File: src/rtl/cfg_pkg.sv
package cfg_pkg;
  localparam int ADDR_W  = 6;
  localparam int DATA_W  = 8;
  localparam int N_COL   = 3;
  localparam int GAIN_W  = 5;
  localparam int N_SETUP = 4;
  localparam int FRAME_W = ADDR_W + DATA_W;
  localparam int SUB_W   = 2;
  localparam int GRP_W   = ADDR_W - SUB_W;

  localparam logic [ADDR_W-1:0] A_RSVD  = 6'h00;
  localparam logic [ADDR_W-1:0] A_SWRST = 6'h04;

  localparam logic [GRP_W-1:0] G_VAL  = 4'b1000;
  localparam logic [GRP_W-1:0] G_SIGN = 4'b1001;
  localparam logic [GRP_W-1:0] G_GAIN = 4'b1010;
  localparam logic [SUB_W-1:0] SUB_ALL = 2'b11;

  // index 0 = setup1
  localparam logic [N_SETUP-1:0][DATA_W-1:0] DEF_SETUP = {8'h00, 8'h11, 8'h00, 8'h03};

  function automatic logic [ADDR_W-1:0] setup_addr(input int idx);
    case (idx)
      0:       return 6'h01;
      1:       return 6'h02;
      2:       return 6'h03;
      default: return 6'h05;
    endcase
  endfunction
endpackage

File: src/rtl/cfg_sync.sv
module cfg_sync #(
  parameter int W      = 1,
  parameter int STAGES = 2
) (
  input  logic         clk_i,
  input  logic         rst_ni,
  input  logic [W-1:0] d_i,
  output logic [W-1:0] q_o
);
  logic [W-1:0] stage_q [STAGES];

  always_ff @(posedge clk_i or negedge rst_ni) begin
    if (!rst_ni) begin
      for (int i = 0; i < STAGES; i++) stage_q[i] <= '0;
    end else begin
      stage_q[0] <= d_i;
      for (int i = 1; i < STAGES; i++) stage_q[i] <= stage_q[i-1];
    end
  end

  assign q_o = stage_q[STAGES-1];
endmodule

File: src/rtl/cfg_serial_rx.sv
module cfg_serial_rx
  import cfg_pkg::*;
(
  input  logic              clk_i,
  input  logic              rst_ni,
  input  logic              en_i,
  input  logic              sck_i,
  input  logic              sdi_i,
  input  logic              sen_i,
  output logic              wr_o,
  output logic [ADDR_W-1:0] addr_o,
  output logic [DATA_W-1:0] data_o
);
  localparam int CNT_W = $clog2(FRAME_W + 2);
  localparam logic [CNT_W-1:0] CNT_FULL = CNT_W'(FRAME_W);
  localparam logic [CNT_W-1:0] CNT_MAX  = CNT_W'(FRAME_W + 1);

  logic               sck_d, sen_d, wr_q;
  logic [CNT_W-1:0]   cnt_q;
  logic [FRAME_W-1:0] shreg_q;
  logic               sck_rise, sen_rise;

  assign sck_rise = en_i && sck_i && !sck_d;
  assign sen_rise = en_i && sen_i && !sen_d;

  always_ff @(posedge clk_i or negedge rst_ni) begin
    if (!rst_ni) begin
      sck_d   <= 1'b0;
      sen_d   <= 1'b0;
      wr_q    <= 1'b0;
      cnt_q   <= '0;
      shreg_q <= '0;
    end else begin
      sck_d <= sck_i;
      sen_d <= sen_i;
      wr_q  <= 1'b0;
      if (!en_i) begin
        cnt_q <= '0;
      end else if (sen_rise) begin
        wr_q  <= (cnt_q == CNT_FULL);
        cnt_q <= '0;
      end else if (sck_rise) begin
        shreg_q <= {shreg_q[FRAME_W-2:0], sdi_i};
        if (cnt_q != CNT_MAX) cnt_q <= cnt_q + 1'b1;
      end
    end
  end

  assign wr_o   = wr_q;
  assign addr_o = shreg_q[FRAME_W-1:DATA_W];
  assign data_o = shreg_q[DATA_W-1:0];

  // frame of wrong length never commits
  assert_short_drop_R4: assert property (@(posedge clk_i) disable iff (!rst_ni)
    (sen_rise && cnt_q != CNT_FULL) |=> !wr_o);
  // a commit always restarts the bit count
  assert_count_restart_R3: assert property (@(posedge clk_i) disable iff (!rst_ni)
    sen_rise |=> (cnt_q <= CNT_W'(1)));
endmodule

File: src/rtl/cfg_parallel_rx.sv
module cfg_parallel_rx
  import cfg_pkg::*;
(
  input  logic              clk_i,
  input  logic              rst_ni,
  input  logic              en_i,
  input  logic              stb_ni,
  input  logic              dna_i,
  input  logic              rnw_i,
  input  logic [DATA_W-1:0] bus_i,
  output logic              wr_o,
  output logic [ADDR_W-1:0] addr_o,
  output logic [DATA_W-1:0] data_o
);
  logic              low_seen_q, dna_h, rnw_h, wr_q;
  logic [DATA_W-1:0] bus_h;
  logic [ADDR_W-1:0] addr_q;
  logic              stb_end;

  assign stb_end = en_i && stb_ni && low_seen_q;

  always_ff @(posedge clk_i or negedge rst_ni) begin
    if (!rst_ni) begin
      low_seen_q <= 1'b0;
      dna_h      <= 1'b0;
      rnw_h      <= 1'b1;
      bus_h      <= '0;
      addr_q     <= '0;
      wr_q       <= 1'b0;
    end else begin
      wr_q <= 1'b0;
      if (!en_i) begin
        low_seen_q <= 1'b0;
      end else if (!stb_ni) begin
        low_seen_q <= 1'b1;
        bus_h      <= bus_i;
        dna_h      <= dna_i;
        rnw_h      <= rnw_i;
      end else if (low_seen_q) begin
        low_seen_q <= 1'b0;
        if (!rnw_h) begin
          if (!dna_h) addr_q <= bus_h[ADDR_W-1:0];
          else        wr_q   <= 1'b1;
        end
      end
    end
  end

  assign wr_o   = wr_q;
  assign addr_o = addr_q;
  assign data_o = bus_h;

  // read cycles leave address and register file untouched
  assert_read_ignored_R6: assert property (@(posedge clk_i) disable iff (!rst_ni)
    (stb_end && rnw_h) |=> (!wr_o && $stable(addr_q)));
  // address byte lands in the held address
  assert_addr_capture_R5: assert property (@(posedge clk_i) disable iff (!rst_ni)
    (stb_end && !rnw_h && !dna_h) |=> (addr_q == $past(bus_h[ADDR_W-1:0])));
endmodule

File: src/rtl/cfg_regfile.sv
module cfg_regfile
  import cfg_pkg::*;
(
  input  logic                              clk_i,
  input  logic                              rst_ni,
  input  logic                              wr_i,
  input  logic [ADDR_W-1:0]                 addr_i,
  input  logic [DATA_W-1:0]                 data_i,
  output logic [N_SETUP-1:0][DATA_W-1:0]    setup_o,
  output logic [N_COL-1:0][DATA_W-1:0]      val_o,
  output logic [N_COL-1:0]                  neg_o,
  output logic [N_COL-1:0][GAIN_W-1:0]      gain_o
);
  logic [N_SETUP-1:0][DATA_W-1:0] setup_q;
  logic [N_COL-1:0][DATA_W-1:0]   val_q;
  logic [N_COL-1:0]               neg_q;
  logic [N_COL-1:0][GAIN_W-1:0]   gain_q;
  logic soft_rst;

  assign soft_rst = wr_i && (addr_i == A_SWRST);

  for (genvar s = 0; s < N_SETUP; s++) begin : g_setup
    localparam logic [ADDR_W-1:0] MY_ADDR = setup_addr(s);
    always_ff @(posedge clk_i or negedge rst_ni) begin
      if (!rst_ni)                            setup_q[s] <= DEF_SETUP[s];
      else if (soft_rst)                      setup_q[s] <= DEF_SETUP[s];
      else if (wr_i && addr_i == MY_ADDR)     setup_q[s] <= data_i;
    end
  end

  for (genvar c = 0; c < N_COL; c++) begin : g_col
    localparam logic [SUB_W-1:0] MY_SUB = SUB_W'(c);
    logic sub_hit;
    assign sub_hit = wr_i && (addr_i[SUB_W-1:0] == MY_SUB || addr_i[SUB_W-1:0] == SUB_ALL);

    always_ff @(posedge clk_i or negedge rst_ni) begin
      if (!rst_ni) begin
        val_q[c]  <= '0;
        neg_q[c]  <= 1'b0;
        gain_q[c] <= '0;
      end else if (soft_rst) begin
        val_q[c]  <= '0;
        neg_q[c]  <= 1'b0;
        gain_q[c] <= '0;
      end else if (sub_hit) begin
        if (addr_i[ADDR_W-1:SUB_W] == G_VAL)  val_q[c]  <= data_i;
        if (addr_i[ADDR_W-1:SUB_W] == G_SIGN) neg_q[c]  <= data_i[0];
        if (addr_i[ADDR_W-1:SUB_W] == G_GAIN) gain_q[c] <= data_i[GAIN_W-1:0];
      end
    end

    if (c > 0) begin : g_bcast_chk
      // broadcast leaves every lane equal to lane 0
      assert_bcast_equal_R7: assert property (@(posedge clk_i) disable iff (!rst_ni)
        (wr_i && addr_i[SUB_W-1:0] == SUB_ALL && addr_i[ADDR_W-1:SUB_W] == G_VAL)
        |=> (val_q[c] == val_q[0]));
    end
  end

  assign setup_o = setup_q;
  assign val_o   = val_q;
  assign neg_o   = neg_q;
  assign gain_o  = gain_q;

  assert_swrst_defaults_R8: assert property (@(posedge clk_i) disable iff (!rst_ni)
    soft_rst |=> (setup_q == DEF_SETUP && val_q == '0 && neg_q == '0 && gain_q == '0));

  assert_reserved_hold_R9: assert property (@(posedge clk_i) disable iff (!rst_ni)
    (wr_i && addr_i == A_RSVD) |=> $stable(setup_q));
endmodule

File: src/rtl/cfg_dual_port.sv
module cfg_dual_port
  import cfg_pkg::*;
#(
  parameter int SYNC_STAGES = 2
) (
  input  logic                     clk_i,
  input  logic                     rst_ni,
  input  logic                     sen_stb_i,
  input  logic                     sdi_dna_i,
  input  logic                     sck_rnw_i,
  input  logic [DATA_W-1:0]        pbus_i,
  output logic                     par_mode_o,
  output logic                     adc_en_o,
  output logic                     cds_en_o,
  output logic                     mono_o,
  output logic                     max_speed_o,
  output logic                     out8_o,
  output logic                     invert_o,
  output logic [1:0]               clamp_sel_o,
  output logic [1:0]               rs_adj_o,
  output logic [1:0]               mono_ch_o,
  output logic                     dac_range_o,
  output logic [N_COL*DATA_W-1:0]  dac_val_o,
  output logic [N_COL-1:0]         dac_neg_o,
  output logic [N_COL*GAIN_W-1:0]  gain_o
);
  localparam int SYNC_W = DATA_W + 3;

  logic [SYNC_W-1:0] pins_s;
  logic sen_s, sdi_s, sck_s;
  logic [DATA_W-1:0] bus_s;
  logic armed_q, par_mode_q;

  cfg_sync #(.W(SYNC_W), .STAGES(SYNC_STAGES)) u_sync (
    .clk_i (clk_i),
    .rst_ni(rst_ni),
    .d_i   ({sen_stb_i, sdi_dna_i, sck_rnw_i, pbus_i}),
    .q_o   (pins_s)
  );
  assign {sen_s, sdi_s, sck_s, bus_s} = pins_s;

  // port select: first clock after reset release
  always_ff @(posedge clk_i or negedge rst_ni) begin
    if (!rst_ni) begin
      armed_q    <= 1'b0;
      par_mode_q <= 1'b0;
    end else if (!armed_q) begin
      armed_q    <= 1'b1;
      par_mode_q <= sen_stb_i;
    end
  end

  logic ser_wr, par_wr;
  logic [ADDR_W-1:0] ser_addr, par_addr;
  logic [DATA_W-1:0] ser_data, par_data;

  cfg_serial_rx u_ser (
    .clk_i (clk_i),
    .rst_ni(rst_ni),
    .en_i  (armed_q && !par_mode_q),
    .sck_i (sck_s),
    .sdi_i (sdi_s),
    .sen_i (sen_s),
    .wr_o  (ser_wr),
    .addr_o(ser_addr),
    .data_o(ser_data)
  );

  cfg_parallel_rx u_par (
    .clk_i (clk_i),
    .rst_ni(rst_ni),
    .en_i  (armed_q && par_mode_q),
    .stb_ni(sen_s),
    .dna_i (sdi_s),
    .rnw_i (sck_s),
    .bus_i (bus_s),
    .wr_o  (par_wr),
    .addr_o(par_addr),
    .data_o(par_data)
  );

  logic [N_SETUP-1:0][DATA_W-1:0] setup;
  logic [N_COL-1:0][DATA_W-1:0]   val;
  logic [N_COL-1:0]               neg;
  logic [N_COL-1:0][GAIN_W-1:0]   gain;

  cfg_regfile u_regs (
    .clk_i  (clk_i),
    .rst_ni (rst_ni),
    .wr_i   (ser_wr | par_wr),
    .addr_i (par_mode_q ? par_addr : ser_addr),
    .data_i (par_mode_q ? par_data : ser_data),
    .setup_o(setup),
    .val_o  (val),
    .neg_o  (neg),
    .gain_o (gain)
  );

  assign par_mode_o  = par_mode_q;
  assign adc_en_o    = setup[0][0];
  assign cds_en_o    = setup[0][1];
  assign mono_o      = setup[0][2];
  assign max_speed_o = setup[0][6];
  assign out8_o      = setup[1][0];
  assign invert_o    = setup[1][2];
  assign clamp_sel_o = setup[2][1:0];
  assign rs_adj_o    = setup[2][5:4];
  assign mono_ch_o   = setup[2][7:6];
  assign dac_range_o = setup[3][1];
  assign dac_val_o   = val;
  assign dac_neg_o   = neg;
  assign gain_o      = gain;

  assert_mode_hold_R1: assert property (@(posedge clk_i) disable iff (!rst_ni)
    armed_q |=> $stable(par_mode_q));

  assert_one_writer_R5: assert property (@(posedge clk_i) disable iff (!rst_ni)
    $onehot0({ser_wr, par_wr}));
endmodule

File: config.mk
export PLATFORM = sky130hd
export DESIGN_NAME = cfg_dual_port
export DESIGN_NICKNAME = d
export VERILOG_FILES = /design/src/rtl/cfg_pkg.sv /design/src/rtl/cfg_sync.sv /design/src/rtl/cfg_serial_rx.sv /design/src/rtl/cfg_parallel_rx.sv /design/src/rtl/cfg_regfile.sv /design/src/rtl/cfg_dual_port.sv
export SDC_FILE = /design/constraint.sdc
export NUM_CORES = 1
export LEC_CHECK = 0
export BUFFER_PORTS_ARGS = -buffer_cell sky130_fd_sc_hd__buf_2
export CAP_MARGIN = 20
export CORE_MARGIN = 2
export CORE_UTILIZATION = 54
export CTS_CLUSTER_SIZE = 16
export DETAILED_ROUTE_END_ITERATION = 10
export GPL_ROUTABILITY_DRIVEN = 0
export PLACE_DENSITY = 0.86
export SYNTH_ARGS = -nofsm -noshare
export SYNTH_HDL_FRONTEND = slang
export SYNTH_HIERARCHICAL = 1
export SYNTH_SLANG_ARGS = --single-unit
File: constraint.sdc
create_clock -name clk_i -period 7.3 [get_ports clk_i]
set_input_delay 1.46 -clock clk_i [delete_from_list [all_inputs] [get_ports clk_i]]
set_output_delay 1.46 -clock clk_i [all_outputs]
set_load 0.1 [all_outputs]
==> results_dict.tcl <==
set metrics [dict create \
    outcome "completed" \
    synthToLayoutAreaGrowth_pct 16.7 \
    yosys_warnings 6 \
    crit_chain "buf_2" \
    hold_viol 0 \
    worstPathRequired_ps 5840 \
    cpLargestDelayFamily "flip-flops" \
    crit-reg2reg-launch "par_mode_o" \
    fill_cells 605 \
    postRouteAntennaNets 0 \
    coreArea_sq_mm 0.00876 \
    die_width_microns 99.5 \
    rr_worst_depth 7 \
    switching_share_pct 26.0 \
    worstSkewPairLatency_ps 520 \
    fp.dieH_microns 99.5 \
    reg2reg_to "u_regs/val_o[2]" \
    drv_cap 0 \
    internal_power_uw 1220 \
    tightest_slew_ps 794 \
    drt_iter0_markers 215 \
    multi_input_area_sq_mm 0.00172 \
    cts.sinks 118 \
    row_count 34 \
    fmax_ghz 0.298 \
    cpMaxStageDelayCell "dfrtp_1" \
    htree_levels 4 \
    combPwrFrac_pct 9.1 \
    drv_slew 0 \
    drive_gt1_share_pct 41.1 \
    p_leak_uw 0.00290 \
    critPathArrivalTime_ps 1900 \
    worstHoldPathType "reg2reg" \
    dieArea_sq_mm 0.00990 \
    p_switching_uw 427 \
    grt_pass1_vias 3113 \
    fin_nets 420 \
    antenna_found_initial 0 \
    synth.avg_cell_area_sq_um 14.3 \
    postCtsHoldBufs 0 \
    cts_tree "done" \
    cp_num_buf_inv 1 \
    place_hpwl_mm 6.48 \
    vias 3071 \
    period_share_pct 46.0 \
    start_util_pct 56.2 \
    synth_fp_nets 363 \
    rsz0062_at_grt "no" \
    hold_end "u_sync/q_o[5]" \
    cts_buffers 17 \
    ctsResizeCount 0 \
    slew_headroom_pct 46.5 \
    clkPwrFrac_pct 46.8 \
    drtPass1Iterations 5 \
    min-delay-start "u_sync/stage_q[16]" \
    finalSetupViolations 0 \
    post-route-util_pct 65.6 \
    overflow 0 \
    p_per_area_mw_per_mm2 286 \
    period_needed_ps 3360 \
    post_cts_buffers 0 \
    n_antenna_cell 0 \
    ir_drop_mv 0.201 \
    rrSetupSlack_ps 4220 \
    grt_max_degree 66 \
    netlist_area_sq_mm 0.00492 \
    track_usage_pct 21.8 \
    cts_buffer_depth 2 \
    wl_per_cell_microns 19.3 \
    cts-root-buf "clkbuf_8" \
    pwr-share-seq_pct 44.1 \
    syn-instance-count 344 \
    min_path_cells 0 \
    clk_pin_slew_ps 60 \
    via_per_inst 5.88 \
    cp-end-kind "output port" \
    skew_ps 7.43 \
    drt-total-wl_mm 10.1 \
    crit_fanout 18 \
    boundaryPins 69 \
    drc_errors 0 \
    fin_setup_tns_ps 0 \
    setup.worst_path.class "reg2out" \
    cp-start-kind "register" \
    grt_pass1_wl_mm 16.3 \
    crit_path_max_incr_delay_ps 820 \
    portBuffers 68 \
    seq_area_sq_mm 0.00296 \
]
-- cells in the final DEF, fill, tap and decap left out, drive strengths merged, types with 3 or more instances in the layout --
cell and instances:
a21oi 8, nand2 8, ha 6, o22ai 3, or3 4, inv 11, dfrtp 113, clkbuf 19
nand3 6, o21ai 6, clkinv 7, nor2b 4, nor2 17, a22o 9, mux2 45, a32o 30
mux2i 12, buf 69, a21o 7, dfstp 5
-- sequential cells by signal, indices dropped and copies added (netlist names), 3 cells and up --
register,flops
u_regs/neg_o,3
u_sync/stage_q,11
u_par/data_o,8
u_regs/val_o,24
u_regs/gain_o,15
u_ser/shreg_q,14
u_par/addr_o,6
u_regs/setup_o,13
u_sync/q_o,11
u_ser/cnt_q,4
-- metal layers --
layer	wire, microns	vias to the layer above	part of all wire [%]	GRT usage [%]
met4	228	0	2.3	8.54
met5	0	-	0	0
li1	-	1369	-	-
met1	4200	1551	42	28.6
met2	4990	128	50	33.9
met3	648	23	6.4	7.24
-- power groups by stage --
stage,combinational [uW],sequential (uW),clock (uW)
final,150,724,769
after global routing,161,729,810
after CTS,150,724,779
after detailed placement,149,735,0
after global placement,146,732,0
after floorplan,106,730,0
-- per-stage QoR --
stage | instances | area (sq um) | setup slack (ps) | hold slack, ps | power, uW
2_1_floorplan | 344 | 4920 | 4360 | 331 | 836
3_3_place_gp | 490 | 5190 | 4450 | 331 | 878
3_5_place_dp | 490 | 5190 | 4330 | 336 | 884
4_1_cts | 522 | 5750 | 3930 | 349 | 1650
5_1_grt | 522 | 5750 | 3890 | 358 | 1700
6_report | 522 | 5750 | 3940 | 345 | 1640
-- cell type report --
class | count | area share [%]
Sequential cell | 118 | 51.5
Multi-Input combinational cell | 188 | 29.9
Clock buffer | 19 | 7.51
Inverter | 7 | 0.457
Clock inverter | 13 | 2.13
Timing Repair Buffer | 69 | 6.10
Tap cell | 108 | 2.35
-- how the worst max path moves through the flow --
| stage | to | start | cells past startpoint |
|---|---|---|---|
| floorplan | u_regs/gain_o[5] | par_mode_o | 11 |
| detailed placement | u_regs/val_o[2] | par_mode_o | 7 |
| global route | par_mode_o | par_mode_o | 1 |
| finish | par_mode_o | par_mode_o | 1 |
| CTS | par_mode_o | par_mode_o | 1 |
| global placement | u_regs/val_o[4] | par_mode_o | 7 |
(Power assumes the default switching activity.)
